--- src/rtl/cvh_pkg.sv ---
package cvh_pkg;
   // Debounced contact closures, active high once filtered.
   typedef struct packed {
      logic hold;
      logic hold_end;
      logic trig;
      logic frst;
   } ctl_t;

   localparam int N_CTL = 4;
endpackage

--- src/rtl/cvh_debounce.sv ---
module cvh_debounce #(
   parameter int DEB_CYC = 4
) (
   input  logic clk,
   input  logic rst_n,
   input  logic raw_n,
   output logic closed,
   output logic released
);
   localparam int DW = (DEB_CYC < 2) ? 1 : $clog2(DEB_CYC + 1);
   localparam logic [DW-1:0] LAST = DW'(DEB_CYC - 1);

   logic          s1, s2;
   logic [DW-1:0] cnt;
   logic          now_closed;

   assign now_closed = ~s2;

   always_ff @(posedge clk or negedge rst_n) begin
      if (!rst_n) begin
         s1       <= 1'b1;
         s2       <= 1'b1;
         closed   <= 1'b0;
         cnt      <= '0;
         released <= 1'b0;
      end else begin
         s1       <= raw_n;
         s2       <= s1;
         released <= 1'b0;
         if (now_closed == closed) begin
            cnt <= '0;
         end else if (cnt == LAST) begin
            closed   <= now_closed;
            cnt      <= '0;
            released <= closed;
         end else begin
            cnt <= cnt + 1'b1;
         end
      end
   end

   // a change of the filtered level needs a full stable period first
   AST_DEB_STABLE: assert property (@(posedge clk) disable iff (!rst_n)
      (closed != $past(closed)) |-> (now_closed == closed)) else $error("debounce");
endmodule

--- src/rtl/cvh_conv_timer.sv ---
module cvh_conv_timer #(
   parameter int CONV_CYC = 2000,
   parameter int DLY_CYC  = 400,
   parameter int WIN_CYC  = 800
) (
   input  logic clk,
   input  logic rst_n,
   input  logic free_run,
   input  logic trig_rel,
   input  logic deint_busy,
   output logic conv_start,
   output logic conv_end,
   output logic integ_win,
   output logic count_win_n
);
   localparam int CW = $clog2(CONV_CYC);
   localparam logic [CW-1:0] LAST    = CW'(CONV_CYC - 1);
   localparam logic [CW-1:0] WIN_LO  = CW'(DLY_CYC);
   localparam logic [CW-1:0] WIN_HI  = CW'(DLY_CYC + WIN_CYC);

   logic          busy;
   logic [CW-1:0] cnt;

   assign conv_start  = busy && (cnt == '0);
   assign conv_end    = busy && (cnt == LAST);
   assign integ_win   = busy && (cnt >= WIN_LO) && (cnt < WIN_HI);
   assign count_win_n = ~(busy && (cnt >= WIN_HI) && deint_busy);

   always_ff @(posedge clk or negedge rst_n) begin
      if (!rst_n) begin
         busy <= 1'b0;
         cnt  <= '0;
      end else if (busy) begin
         if (cnt == LAST) begin
            cnt  <= '0;
            busy <= free_run;
         end else begin
            cnt <= cnt + 1'b1;
         end
      end else if (free_run || trig_rel) begin
         busy <= 1'b1;
         cnt  <= '0;
      end
   end

   AST_TRIG_STARTS: assert property (@(posedge clk) disable iff (!rst_n)
      (!busy && trig_rel) |=> conv_start) else $error("trig start");
   AST_TRIG_IGNORED: assert property (@(posedge clk) disable iff (!rst_n)
      (busy && !conv_end && trig_rel) |=> !conv_start) else $error("trig busy");
   AST_HOLD_END_STOP: assert property (@(posedge clk) disable iff (!rst_n)
      (conv_end && !free_run) |=> !busy) else $error("hold end");
   AST_FREE_RUN_NEXT: assert property (@(posedge clk) disable iff (!rst_n)
      (conv_end && free_run) |=> conv_start) else $error("free run");
endmodule

--- src/rtl/cvh_result_out.sv ---
module cvh_result_out #(
   parameter int NIB      = 8,
   parameter int FLAG_CYC = 1200
) (
   input  logic             clk,
   input  logic             rst_n,
   input  logic             conv_end,
   input  logic             hold_act,
   input  logic             frst_act,
   input  logic [4*NIB-1:0] conv_data,
   input  logic [NIB-1:0]   strobe_n,
   output logic             flag,
   output logic             flag_n,
   output logic [4*NIB-1:0] disp_data,
   output logic [4*NIB-1:0] bcd_out
);
   localparam int FW = $clog2(FLAG_CYC + 1);
   localparam logic [FW-1:0] FLAST = FW'(FLAG_CYC - 1);

   logic [FW-1:0] fcnt;
   logic          store;

   assign store  = conv_end && !hold_act;
   assign flag_n = ~flag;

   always_ff @(posedge clk or negedge rst_n) begin
      if (!rst_n)     disp_data <= '0;
      else if (store) disp_data <= conv_data;
   end

   always_ff @(posedge clk or negedge rst_n) begin
      if (!rst_n) begin
         flag <= 1'b0;
         fcnt <= '0;
      end else if (frst_act) begin
         flag <= 1'b0;
         fcnt <= '0;
      end else if (store) begin
         flag <= 1'b1;
         fcnt <= '0;
      end else if (flag) begin
         if (fcnt == FLAST) flag <= 1'b0;
         else               fcnt <= fcnt + 1'b1;
      end
   end

   for (genvar g = 0; g < NIB; g++) begin : g_grp
      assign bcd_out[4*g +: 4] = strobe_n[g] ? 4'b0000 : disp_data[4*g +: 4];
   end

   AST_FLAG_DATA_STABLE: assert property (@(posedge clk) disable iff (!rst_n)
      (flag && $past(flag)) |-> $stable(disp_data)) else $error("flag data");
   AST_HOLD_FREEZE: assert property (@(posedge clk) disable iff (!rst_n)
      $past(hold_act) |-> $stable(disp_data)) else $error("hold");
   AST_FLAG_CLEAR: assert property (@(posedge clk) disable iff (!rst_n)
      $past(frst_act) |-> !flag) else $error("flag clear");
endmodule

--- src/rtl/conv_hold_ctrl.sv ---
module conv_hold_ctrl
   import cvh_pkg::*;
#(
   parameter int CYC_PER_MS = 50000,
   parameter int DEB_MS     = 1,
   parameter int CONV_MS    = 500,
   parameter int DLY_MS     = 100,
   parameter int WIN_MS     = 200,
   parameter int FLAG_MS    = 300,
   parameter int NIB        = 8
) (
   input  logic             clk,
   input  logic             rst_n,
   input  logic             hold_n,
   input  logic             hold_end_n,
   input  logic             trig_n,
   input  logic             flag_rst_n,
   input  logic [NIB-1:0]   strobe_n,
   input  logic             deint_busy,
   input  logic [4*NIB-1:0] conv_data,
   output logic             conv_start,
   output logic             integ_win,
   output logic             count_win_n,
   output logic             flag,
   output logic             flag_n,
   output logic [4*NIB-1:0] disp_data,
   output logic [4*NIB-1:0] bcd_out
);
   localparam int DEB_CYC  = CYC_PER_MS * DEB_MS;
   localparam int CONV_CYC = CYC_PER_MS * CONV_MS;
   localparam int DLY_CYC  = CYC_PER_MS * DLY_MS;
   localparam int WIN_CYC  = CYC_PER_MS * WIN_MS;
   localparam int FLAG_CYC = CYC_PER_MS * FLAG_MS;

   if (FLAG_MS >= CONV_MS) begin : g_bad_flag
      $error("flag period must be shorter than a conversion");
   end
   if (DLY_MS + WIN_MS >= CONV_MS) begin : g_bad_win
      $error("integration window must end inside the conversion");
   end
   if (DEB_CYC < 1 || NIB < 1) begin : g_bad_basic
      $error("debounce period and group count must be positive");
   end

   logic [N_CTL-1:0] raw_n;
   logic [N_CTL-1:0] closed;
   logic [N_CTL-1:0] rel;
   ctl_t             act;
   logic             conv_end;

   assign raw_n = {hold_n, hold_end_n, trig_n, flag_rst_n};
   assign act   = ctl_t'(closed);

   for (genvar i = 0; i < N_CTL; i++) begin : g_deb
      cvh_debounce #(.DEB_CYC(DEB_CYC)) u_deb (
         .clk      (clk),
         .rst_n    (rst_n),
         .raw_n    (raw_n[i]),
         .closed   (closed[i]),
         .released (rel[i])
      );
   end

   cvh_conv_timer #(
      .CONV_CYC (CONV_CYC),
      .DLY_CYC  (DLY_CYC),
      .WIN_CYC  (WIN_CYC)
   ) u_timer (
      .clk         (clk),
      .rst_n       (rst_n),
      .free_run    (!act.hold_end),
      .trig_rel    (rel[1]),
      .deint_busy  (deint_busy),
      .conv_start  (conv_start),
      .conv_end    (conv_end),
      .integ_win   (integ_win),
      .count_win_n (count_win_n)
   );

   cvh_result_out #(
      .NIB      (NIB),
      .FLAG_CYC (FLAG_CYC)
   ) u_out (
      .clk       (clk),
      .rst_n     (rst_n),
      .conv_end  (conv_end),
      .hold_act  (act.hold),
      .frst_act  (act.frst),
      .conv_data (conv_data),
      .strobe_n  (strobe_n),
      .flag      (flag),
      .flag_n    (flag_n),
      .disp_data (disp_data),
      .bcd_out   (bcd_out)
   );

   AST_WIN_IN_CONV: assert property (@(posedge clk) disable iff (!rst_n)
      $rose(integ_win) |-> !conv_start) else $error("window");
endmodule

--- config.mk ---
export PLATFORM = sky130hd
export DESIGN_NAME = conv_hold_ctrl
export DESIGN_NICKNAME = d
export VERILOG_FILES = /design/src/rtl/cvh_pkg.sv /design/src/rtl/cvh_debounce.sv /design/src/rtl/cvh_conv_timer.sv /design/src/rtl/cvh_result_out.sv /design/src/rtl/conv_hold_ctrl.sv
export SDC_FILE = /design/constraint.sdc
export NUM_CORES = 1
export LEC_CHECK = 0
export BUFFER_PORTS_ARGS = -buffer_cell sky130_fd_sc_hd__buf_2
export CAP_MARGIN = 20
export CORE_MARGIN = 2
export CORE_UTILIZATION = 52
export DETAILED_ROUTE_END_ITERATION = 12
export PLACE_DENSITY = 0.77
export SYNTH_ARGS = -nofsm -noshare
export SYNTH_HDL_FRONTEND = slang
export SYNTH_SLANG_ARGS = --single-unit
--- constraint.sdc ---
create_clock -name clk -period 2 [get_ports clk]
set_input_delay 0.4 -clock clk [delete_from_list [all_inputs] [get_ports clk]]
set_output_delay 0.4 -clock clk [all_outputs]
set_load 0.1 [all_outputs]
==> results of run 1 <==
[worst reg2reg max path, stage by stage (launching register included)]
cell	delay, ns
dfrtp_2	0.45
buf_6	0.14
nor4_4	0.30
buf_4	0.17
nand4_4	0.11
or4_4	0.66
buf_12	0.19
buf_16	0.15
nand2_2	0.06
nand2_1	0.07
[flip-flops by register name, indices dropped and copies added, names as in the netlist, 4 cells and up]
register / cells
g_deb.u_deb.cnt: 64
u_out.disp_data: 32
u_timer.cnt: 25
u_out.fcnt: 24
g_deb.u_deb.closed: 4
g_deb.u_deb.s1: 4
g_deb.u_deb.s2: 4
[layer usage]
layer	global-route usage (%)	vias to the layer above	share of wire, %
met5	0	-	0
met4	9.31	0	3.6
met3	6.24	67	6.3
met2	45.6	333	51
met1	32.4	3688	39
li1	-	3300	-
[worst max path at each step]
stage	startpoint	to	slack (ns)	depth (start not counted)
after floorplan	u_out.flag	u_out.fcnt[19]	-0.27	5
after global placement	u_timer.cnt[6]	u_out.disp_data[26]	-0.11	6
after detailed placement	u_timer.cnt[6]	u_out.disp_data[18]	-0.19	6
after CTS	u_timer.cnt[2]	integ_win	-0.43	6
after global routing	u_timer.cnt[7]	integ_win	-0.54	5
final	u_timer.cnt[7]	integ_win	-0.48	5
[metrics by stage]
stage | utilization [%] | hold WS [ns]
after global placement | 64.2 | 0.346
final | 76.6 | 0.0687
after floorplan | - | 0.104
after global routing | 76.6 | 0.0506
after detailed placement | 64.2 | 0.347
after CTS | 73.3 | 0.0519
[cell type report]
type / instances / area [µm²] / area share (%)
Inverter: 19 / 75.1 / 0.670
Tap cell: 184 / 230 / 2.05
Sequential cell: 160 / 4020 / 35.9
Timing Repair Buffer: 210 / 1600 / 14.3
Multi-Input combinational cell: 644 / 4650 / 41.5
Clock buffer: 22 / 474 / 4.23
Clock inverter: 10 / 156 / 1.39
[kinds of logic (layout without fill, tap and decap cells)]
family / count (synthesis) / count (layout)
AO/OA/AOI/OAI: 70 / 70
XOR/XNOR: 81 / 81
adder cells (fa/ha/maj): 7 / 7
buffers and inverters: 49 / 261
flip-flops: 160 / 160
multiplexers: 5 / 5
AND/OR/NAND/NOR: 478 / 481
[layout by cell type (no fill, tap or decap), drive strengths merged, types with 7 or more instances in the layout]
master  instances
buf           208
dfrtp         152
nand2         147
nor2          108
xnor2          53
nand3          41
nor2b          35
nand4          34
nor3           33
xor2           28
o21ai          25
clkbuf         23
and3           20
inv            19
a21oi          18
nor4           11
or4             9
or3             8
dfstp           8
nor4b           7
ha              7
nand2b          7
[timing repair]
item	in CTS	in global routing
pin swaps	42	53
hold buffers	1	0
hold endpoints to repair	33	0
cloned	10	2
setup endpoints to repair	66	82
gates resized for setup	106	126
buffers inserted	19	10
[power by group through the flow]
stage	clock [mW]	sequential (mW)	combinational, mW
after floorplan	0	3.34	0.339
after global placement	0	3.35	0.531
after detailed placement	0	3.35	0.534
final	3.52	3.29	0.550
after global routing	3.68	3.29	0.581
after CTS	3.51	3.29	0.540
==> impl_metrics.json, run 1 <==
{
  "dpl.hpwl_um": 12900,
  "globalplace.congestion": 0.921,
  "seq_power_share_pct": 44.7,
  "drt_wl_total_um": 23800,
  "area_growth_pct": 42.5,
  "synth_top_area_share_pct": 48.3,
  "regToRegStartpoint": "u_timer.cnt[9]",
  "min_path_type": "primary input to flip-flop",
  "viasPerCell": 5.92,
  "clock.fmax_mhz": 403,
  "synth_flop_cell": "dfrtp_1",
  "synth_fp_nets": 904,
  "grtUsageTotal_pct": 26.3,
  "drt_iter0_drc": 582,
  "p_clk_share_pct": 47.8,
  "routedWlPerCell_um": 19.1,
  "cts_tree": "done",
  "n_fill_cell": 854,
  "worst_ep_required_time_ns": 1.60,
  "synthMuxAreaShare_pct": 0.652,
  "synthAdderAreaFrac_pct": 1.11,
  "max-cap-violations": 0,
  "vias": 7388,
  "pwr_density_cell_nw_per_um2": 656,
  "cp_max_fo": 5,
  "setup_tns_ns": -25.36,
  "p_int_mw": 5.58,
  "clock_latency_ns": 0.44,
  "synth_edf_count": 0,
  "num-nets-final": 1106,
  "finalHoldViolCount": 0,
  "synth_top_cell_by_area": "dfrtp_1",
  "drtAntennaViolNets": 0,
  "path_cells": "nand3b_1, or4_4, nor3_2, o311a_4, buf_12",
  "cts_buffer_depth": 2,
  "start_util_pct": 53.7,
  "grt_pass1_wl_um": 33800,
  "rsz0062_at_grt": "true",
  "synthSimpleGateAreaFrac_pct": 29.9,
  "critPathArrivalTime_ns": 2.08,
  "ys_async_sr_fraction_pct": 100,
  "fin_area_um2": 11200,
  "synth_xor_area_share_pct": 9.02,
  "synth_cells": 850,
  "worstSetupStartpointType": "flip-flop",
  "slew-limit-headroom_pct": 63.6,
  "dp_cells": 1181,
  "fin_ws_ns": -0.482,
  "placed_area_um2": 9400,
  "power_mw": 7.36,
  "switching_share_pct": 24.2,
  "p_leak_nw": 5.11,
  "period_needed_ns": 2.48,
  "synth_seq_cells": 160,
  "core-area_um2": 14600,
  "numCtsBuffers": 17,
  "cpLargestDelayFamily": "simple AND/OR/NAND/NOR gates",
  "tightest_slew_ns": 0.550,
  "cts_root_buf": "clkbuf_16",
  "drc": 0,
  "die_w_um": 127,
  "min_path_cells": 1,
  "row_count": 44,
  "fin_skew_ns": 0.0137,
  "r2r_setup_slack_ns": -0.43,
  "r2r_end": "u_out.disp_data[10]",
  "cpMaxStageDelayCell": "dfrtp_2",
  "syn_area_per_cell_um2": 9.26,
  "grt.overflow.total": 0,
  "first_pass_iters": 5,
  "hold_start": "trig_n",
  "chipHeight_um": 127,
  "synth_compound_area_share_pct": 5.50,
  "synth_commonest_cells": "152 x dfrtp_1, 147 x nand2_1, 108 x nor2_1",
  "combPwrFrac_pct": 7.5,
  "io_pins": 116,
  "grt_pass1_vias": 6880,
  "cts_sinks": 160,
  "dp_slack_ns": -0.187,
  "cts.clk_slew.worst_paths_ns": 0.06,
  "max_stage_delay_ns": 0.46,
  "power.switching_mw": 1.78,
  "fin_cells": 1249,
  "cp_num_buf_inv": 1,
  "finalCritPeriodShare_pct": 124,
  "diodes": 0,
  "synthesis.area_um2": 7870,
  "yosys_warnings": 0,
  "drive_gt1_share_pct": 41.2,
  "synth.distinct_cells": 53,
  "grt_start_max_net_pins": 47,
  "ys_seq_area_share_pct": 51.0,
  "h-tree-depth": 4,
  "violations": "setup timing",
  "synth_top_family_by_area": "simple AND/OR/NAND/NOR gates",
  "worstSetupEndpointType": "output pin",
  "portBuffers": 115,
  "ys_top_cells_by_area": "dfrtp_1 48%, nand2_1 7.0%, xnor2_1 5.9%",
  "yosysMostFrequentCell": "dfrtp_1",
  "setup_viol": 82,
  "die_area_um2": 16100,
  "reg2reg_depth": 9,
  "critPathKind": "flip-flop to output pin",
  "maxSlewViolCount": 0,
  "vdd_drop_max_mv": 0.645,
  "hold_end": "g_deb[1].u_deb.s1",
  "antenna_found_initial": 0,
  "status": "finished with violations"
}
Note: power is estimated with default switching activity, not from simulation.
==> run 2: changes to the inputs <==
MAX_ROUTING_LAYER = met4   (was not set)
==> run 2 against run 1 <==
The flow still finishes with violations (setup timing); maximum frequency rose by 1.7%; critical path depth rose by 1; cell count did not move; critical path type unchanged; clock power barely moved.
==> impl_metrics.json, run 2 (synthesized netlist as in run 1, its figures left out) <==
{
  "worstSetupEndpointType": "output pin",
  "chipHeight_um": 127,
  "globalplace.congestion": 0.938,
  "max_stage_delay_ns": 0.43,
  "drive_gt1_share_pct": 41.2,
  "start_util_pct": 53.7,
  "finish.utilization_pct": 76.6,
  "status": "finished with violations",
  "cts_root_buf": "clkbuf_16",
  "grt_start_max_net_pins": 47,
  "finalHoldViolCount": 0,
  "max-cap-violations": 0,
  "drt_iter0_drc": 720,
  "vdd_drop_max_mv": 0.646,
  "routedWlPerCell_um": 19.1,
  "clock_latency_ns": 0.43,
  "num-nets-final": 1106,
  "setup_viol": 82,
  "h-tree-depth": 4,
  "dpl.hpwl_um": 12900,
  "fin_ws_ns": -0.439,
  "cp_max_fo": 4,
  "worstSetupStartpointType": "flip-flop",
  "worst_ep_required_time_ns": 1.60,
  "finalCritPeriodShare_pct": 122,
  "period_needed_ns": 2.44,
  "top_register": "g_deb.u_deb.cnt",
  "clock.fmax_mhz": 410,
  "cts_buffer_depth": 2,
  "numCtsBuffers": 17,
  "diodes": 0,
  "vias": 7353,
  "grt_pass1_wl_um": 33700,
  "row_count": 44,
  "die_w_um": 127,
  "grt_pass1_vias": 6861,
  "drc": 0,
  "rsz0062_at_grt": "true",
  "cts.clk_slew.worst_paths_ns": 0.06,
  "reg_top3": "g_deb.u_deb.cnt x64, u_out.disp_data x32, u_timer.cnt x25",
  "p_leak_nw": 5.11,
  "portBuffers": 115,
  "critPathArrivalTime_ns": 2.04,
  "final_common_cell": "dfrtp_1",
  "whs_ns": 0.0724,
  "pwr_density_cell_nw_per_um2": 655,
  "critPathKind": "flip-flop to output pin",
  "tightest_slew_ns": 0.552,
  "largest_reg_flops": 64,
  "die_area_um2": 16100,
  "dp_cells": 1181,
  "path_cells": "buf_4, nand3b_1, or4_4, nor3_2, o311a_4, buf_12",
  "drt_wl_total_um": 23900,
  "fin_skew_ns": 0.0130,
  "grtUsageTotal_pct": 27.1,
  "setup_tns_ns": -24.08,
  "cpMaxStageDelayCell": "or4_4",
  "antenna_found_initial": 0,
  "cts_tree": "done",
  "final_cell_mix": "146 x dfrtp_1, 111 x buf_2, 93 x nor2_1, 77 x nand2_1, 64 x buf_4",
  "grt.overflow.total": 0,
  "maxSlewViolCount": 0,
  "first_pass_iters": 6,
  "slew-limit-headroom_pct": 63.4,
  "viasPerCell": 5.89,
  "drtAntennaViolNets": 0,
  "min_path_type": "primary input to flip-flop",
  "io_pins": 116,
  "fin_cells": 1249,
  "core-area_um2": 14600,
  "area_growth_pct": 42.5,
  "dp_slack_ns": -0.187,
  "violations": "setup timing",
  "cts_sinks": 160
}
==> run 2: cell counts in the layout (fill, tap and decap cells not counted) <==
No cell type changed its count.
==> run 2: metrics by stage <==
step	power, mW	instance area [µm²]
detailed placement	3.88	9400
finish	7.35	11200
floorplan	3.68	8190
global placement	3.88	9400
CTS	7.34	10700
global route	7.54	11200
==> run 2: layout make-up <==
class	count	area, µm²
multi-input cells	644	4650
flip-flops and latches	160	4020
fillers	851	3430
repair buffers	210	1600
clock buffers	22	474
well taps	184	230
clock inverters	10	156
inverters	19	75.1
==> run 2: metal layers <==
metal | GRT usage, % | up-vias | part of all wire [%] | wire [µm]
met5 | - | - | 0 | 0
met4 | 9.31 | 0 | 3.3 | 778
met3 | 5.90 | 66 | 5.5 | 1330
met2 | 45.5 | 326 | 51 | 12200
met1 | 32.7 | 3650 | 40 | 9620
li1 | - | 3311 | - | -
==> run 2: critical path: cells and delay by family (launching register included) <==
| kind | cells | cell delay, ns |
|---|---|---|
| AO/OA/AOI/OAI | 1 | 0.20 |
| buffers and inverters | 2 | 0.30 |
| AND/OR/NAND/NOR | 3 | 0.72 |
| flip-flops | 1 | 0.39 |
==> run 2: worst paths after layout <==
path | startpoint | endpoint | slack, ns | cells past startpoint
hold / removal | trig_n | g_deb[1].u_deb.s1 | 0.07 | 1
setup reg to reg | u_timer.cnt[9] | u_out.disp_data[10] | -0.41 | 9
setup / recovery | u_timer.cnt[6] | integ_win | -0.44 | 6
hold reg to reg | g_deb[3].u_deb.s1 | g_deb[3].u_deb.s2 | 0.35 | 0
max in group asynchronous | rst_n | g_deb[0].u_deb.s2 | 0.84 | 3
min in group asynchronous | rst_n | u_out.fcnt[1] | 0.46 | 2
==> run 2: repair_timing <==
| item | CTS | global route |
|---|---|---|
| setup buffers | 19 | 10 |
| cloned | 10 | 2 |
| endpoints found under the setup margin | 66 | 82 |
| resized for setup | 106 | 126 |
| hold endpoints to repair | 33 | 0 |
| hold buffers | 1 | 0 |
| pin swaps | 42 | 53 |
==> run 2: report_power, final <==
group          internal [mW]  switching [mW]
clock network           2.19            1.32
logic                  0.123           0.426
registers               3.27          0.0189
==> run 3: changes to the inputs <==
GPL_TIMING_DRIVEN = 0   (was not set)
==> run 3 against run 2 <==
The flow still finishes with violations (setup timing); routed wire length shrank 14%; sequential share of layout area is 1.6 points higher; clock-buffer cell count is 1 higher; clock skew is 0.0031 ns higher; die area unchanged; combinational power fell by 5.1%; first-iteration DRC count decreased by 22%; total power down 3.2%; hold slack got worse by 0.0049 ns; flip-flop and latch count stayed put; critical path depth is 7 higher; critical endpoint is now u_timer.cnt[9]; largest cell class unchanged.
==> impl_metrics.json, run 3 (synthesized netlist as in run 1, its figures left out) <==
{
  "status": "finished with violations",
  "violations": "setup timing",
  "worstSetupStartpointType": "flip-flop",
  "tightest_slew_ns": 0.664,
  "routedWlPerCell_um": 16.9,
  "grtUsageTotal_pct": 26.0,
  "drt_iter0_drc": 560,
  "crit_start": "u_timer.cnt[7]",
  "cpMaxStageDelayCell": "dfrtp_1",
  "p_leak_nw": 4.82,
  "cts_tree": "done",
  "max_stage_delay_ns": 0.40,
  "h-tree-depth": 4,
  "cts_sinks": 160,
  "pwr_density_cell_nw_per_um2": 661,
  "top_register": "g_deb.u_deb.cnt",
  "start_util_pct": 53.7,
  "drc": 0,
  "globalplace.congestion": 0.852,
  "cts_buffer_depth": 2,
  "seq_power_share_pct": 46.3,
  "worst_ep_required_time_ns": 2.31,
  "critPathArrivalTime_ns": 2.86,
  "grt_pass1_vias": 6678,
  "setup_viol": 83,
  "chipHeight_um": 127,
  "final-seq-area_um2": 4030,
  "p_int_mw": 5.39,
  "critPathMostFrequentCell": "buf_6",
  "diodes": 0,
  "antenna_found_initial": 0,
  "reg_top3": "g_deb.u_deb.cnt x64, u_out.disp_data x32, u_timer.cnt x25",
  "worstSetupEndpointType": "flip-flop",
  "path_cells": "buf_6, buf_12, nor4_4, nand4_4, buf_6, buf_6, buf_6, o31ai_4, buf_6, buf_8, buf_12, nor4_1, a21o_1",
  "num-nets-final": 1074,
  "crit_end": "u_timer.cnt[9]",
  "n_fill_cell": 979,
  "drt_wl_total_um": 20500,
  "vdd_drop_max_mv": 0.815,
  "fin_skew_ns": 0.0161,
  "dpl.hpwl_um": 12200,
  "rsz0062_at_grt": "true",
  "combPwrFrac_pct": 7.3,
  "core-area_um2": 14600,
  "final_common_cell": "dfrtp_1",
  "cts.clk_slew.worst_paths_ns": 0.07,
  "largest_reg_flops": 64,
  "final_cell_mix": "141 x dfrtp_1, 114 x buf_2, 106 x nand2_1, 90 x nor2_1, 53 x xnor2_1",
  "portBuffers": 115,
  "dp_cells": 1151,
  "grt_start_max_net_pins": 112,
  "min_path_type": "primary input to flip-flop",
  "area_growth_pct": 36.8,
  "multi_input_area_um2": 4400,
  "drtAntennaViolNets": 0,
  "numCtsBuffers": 17,
  "viasPerCell": 5.71,
  "power.switching_mw": 1.73,
  "finalHoldViolCount": 0,
  "switching_share_pct": 24.3,
  "setup_tns_ns": -31.23,
  "regToRegStartpoint": "u_timer.cnt[7]",
  "p_clk_share_pct": 46.4,
  "r2r_end": "u_timer.cnt[9]",
  "cp_max_fo": 6,
  "clock_latency_ns": 0.44,
  "finalCritPeriodShare_pct": 127,
  "period_needed_ns": 2.54,
  "first_pass_iters": 5,
  "slew-limit-headroom_pct": 55.3,
  "grt.overflow.total": 0,
  "fin_ws_ns": -0.544,
  "maxSlewViolCount": 0,
  "row_count": 44,
  "cts_root_buf": "clkbuf_16",
  "r2r_setup_slack_ns": -0.54,
  "reg2reg_depth": 13,
  "clock.fmax_mhz": 393,
  "critPathKind": "flip-flop to flip-flop",
  "io_pins": 116,
  "finish.utilization_pct": 73.5,
  "min_path_cells": 1,
  "fin_cells": 1217,
  "vias": 6946,
  "die_w_um": 127,
  "grt_pass1_wl_um": 32400,
  "drive_gt1_share_pct": 37.5,
  "die_area_um2": 16100,
  "max-cap-violations": 0
}
run 3: cell types whose count changed in the layout (fill, tap and decap cells not counted), moves of 13 or more:
cell,change
buf_4,-49
nand2_1,+29
nand2_4,-29
buf_8,+13
run 3: layout make-up:
| cell class | instances | area share [%] |
|---|---|---|
| Buffer | 17 | 1.85 |
| Clock buffer | 23 | 4.63 |
| Clock inverter | 9 | 0.977 |
| Inverter | 19 | 0.698 |
| Multi-Input combinational cell | 641 | 40.9 |
| Sequential cell | 160 | 37.5 |
| Tap cell | 184 | 2.14 |
| Timing Repair Buffer | 164 | 11.4 |
run 3: repair_timing:
action	CTS	global route
cloned	6	1
setup buffers	29	16
pin swaps	42	31
endpoints found under the setup margin	83	113
hold endpoints to repair	49	0
gates resized for setup	163	79
hold buffers	1	0
run 3: per-stage QoR:
step	setup WS (ns)	area (µm²)	hold slack, ns	power (mW)
final	-0.544	10800	0.0675	7.11
after global routing	-0.596	10800	0.0520	7.32
after CTS	-0.490	10500	0.0530	7.16
after detailed placement	-0.477	9040	0.326	3.87
after global placement	-2.41	9000	0.346	3.86
after floorplan	-0.274	8190	0.104	3.68
run 3: critical path, delay by kind of cell (launching register included):
kind | cells | cell delay (ns)
AO/OA/AOI/OAI | 2 | 0.44
AND/OR/NAND/NOR | 3 | 0.53
buffers and inverters | 8 | 1.04
flip-flops | 1 | 0.40
run 3: how the worst min path moves through the flow:
stage | to | startpoint | slack, ns
3_3_place_gp | g_deb[1].u_deb.s2 | g_deb[1].u_deb.s1 | 0.35
4_1_cts | g_deb[2].u_deb.s1 | hold_end_n | 0.05
2_1_floorplan | g_deb[0].u_deb.closed | rst_n | 0.10
5_1_grt | g_deb[1].u_deb.s1 | trig_n | 0.05
3_5_place_dp | u_out.fcnt[22] | rst_n | 0.33
6_report | g_deb[2].u_deb.s1 | hold_end_n | 0.07
run 3: power groups by stage:
stage               Combinational [mW]  Clock, mW  Sequential [mW]
CTS                              0.530       3.34             3.29
finish                           0.521       3.30             3.29
global placement                 0.513          0             3.35
detailed placement               0.526          0             3.35
floorplan                        0.339          0             3.34
global route                     0.556       3.47             3.29
run 3: routing by layer:
metal	up-vias	GRT usage [%]	wire length, µm
met5	-	-	0
met4	0	7.95	310
met3	35	5.57	1040
met2	246	43.5	10600
met1	3430	31.9	8580
li1	3235	-	-
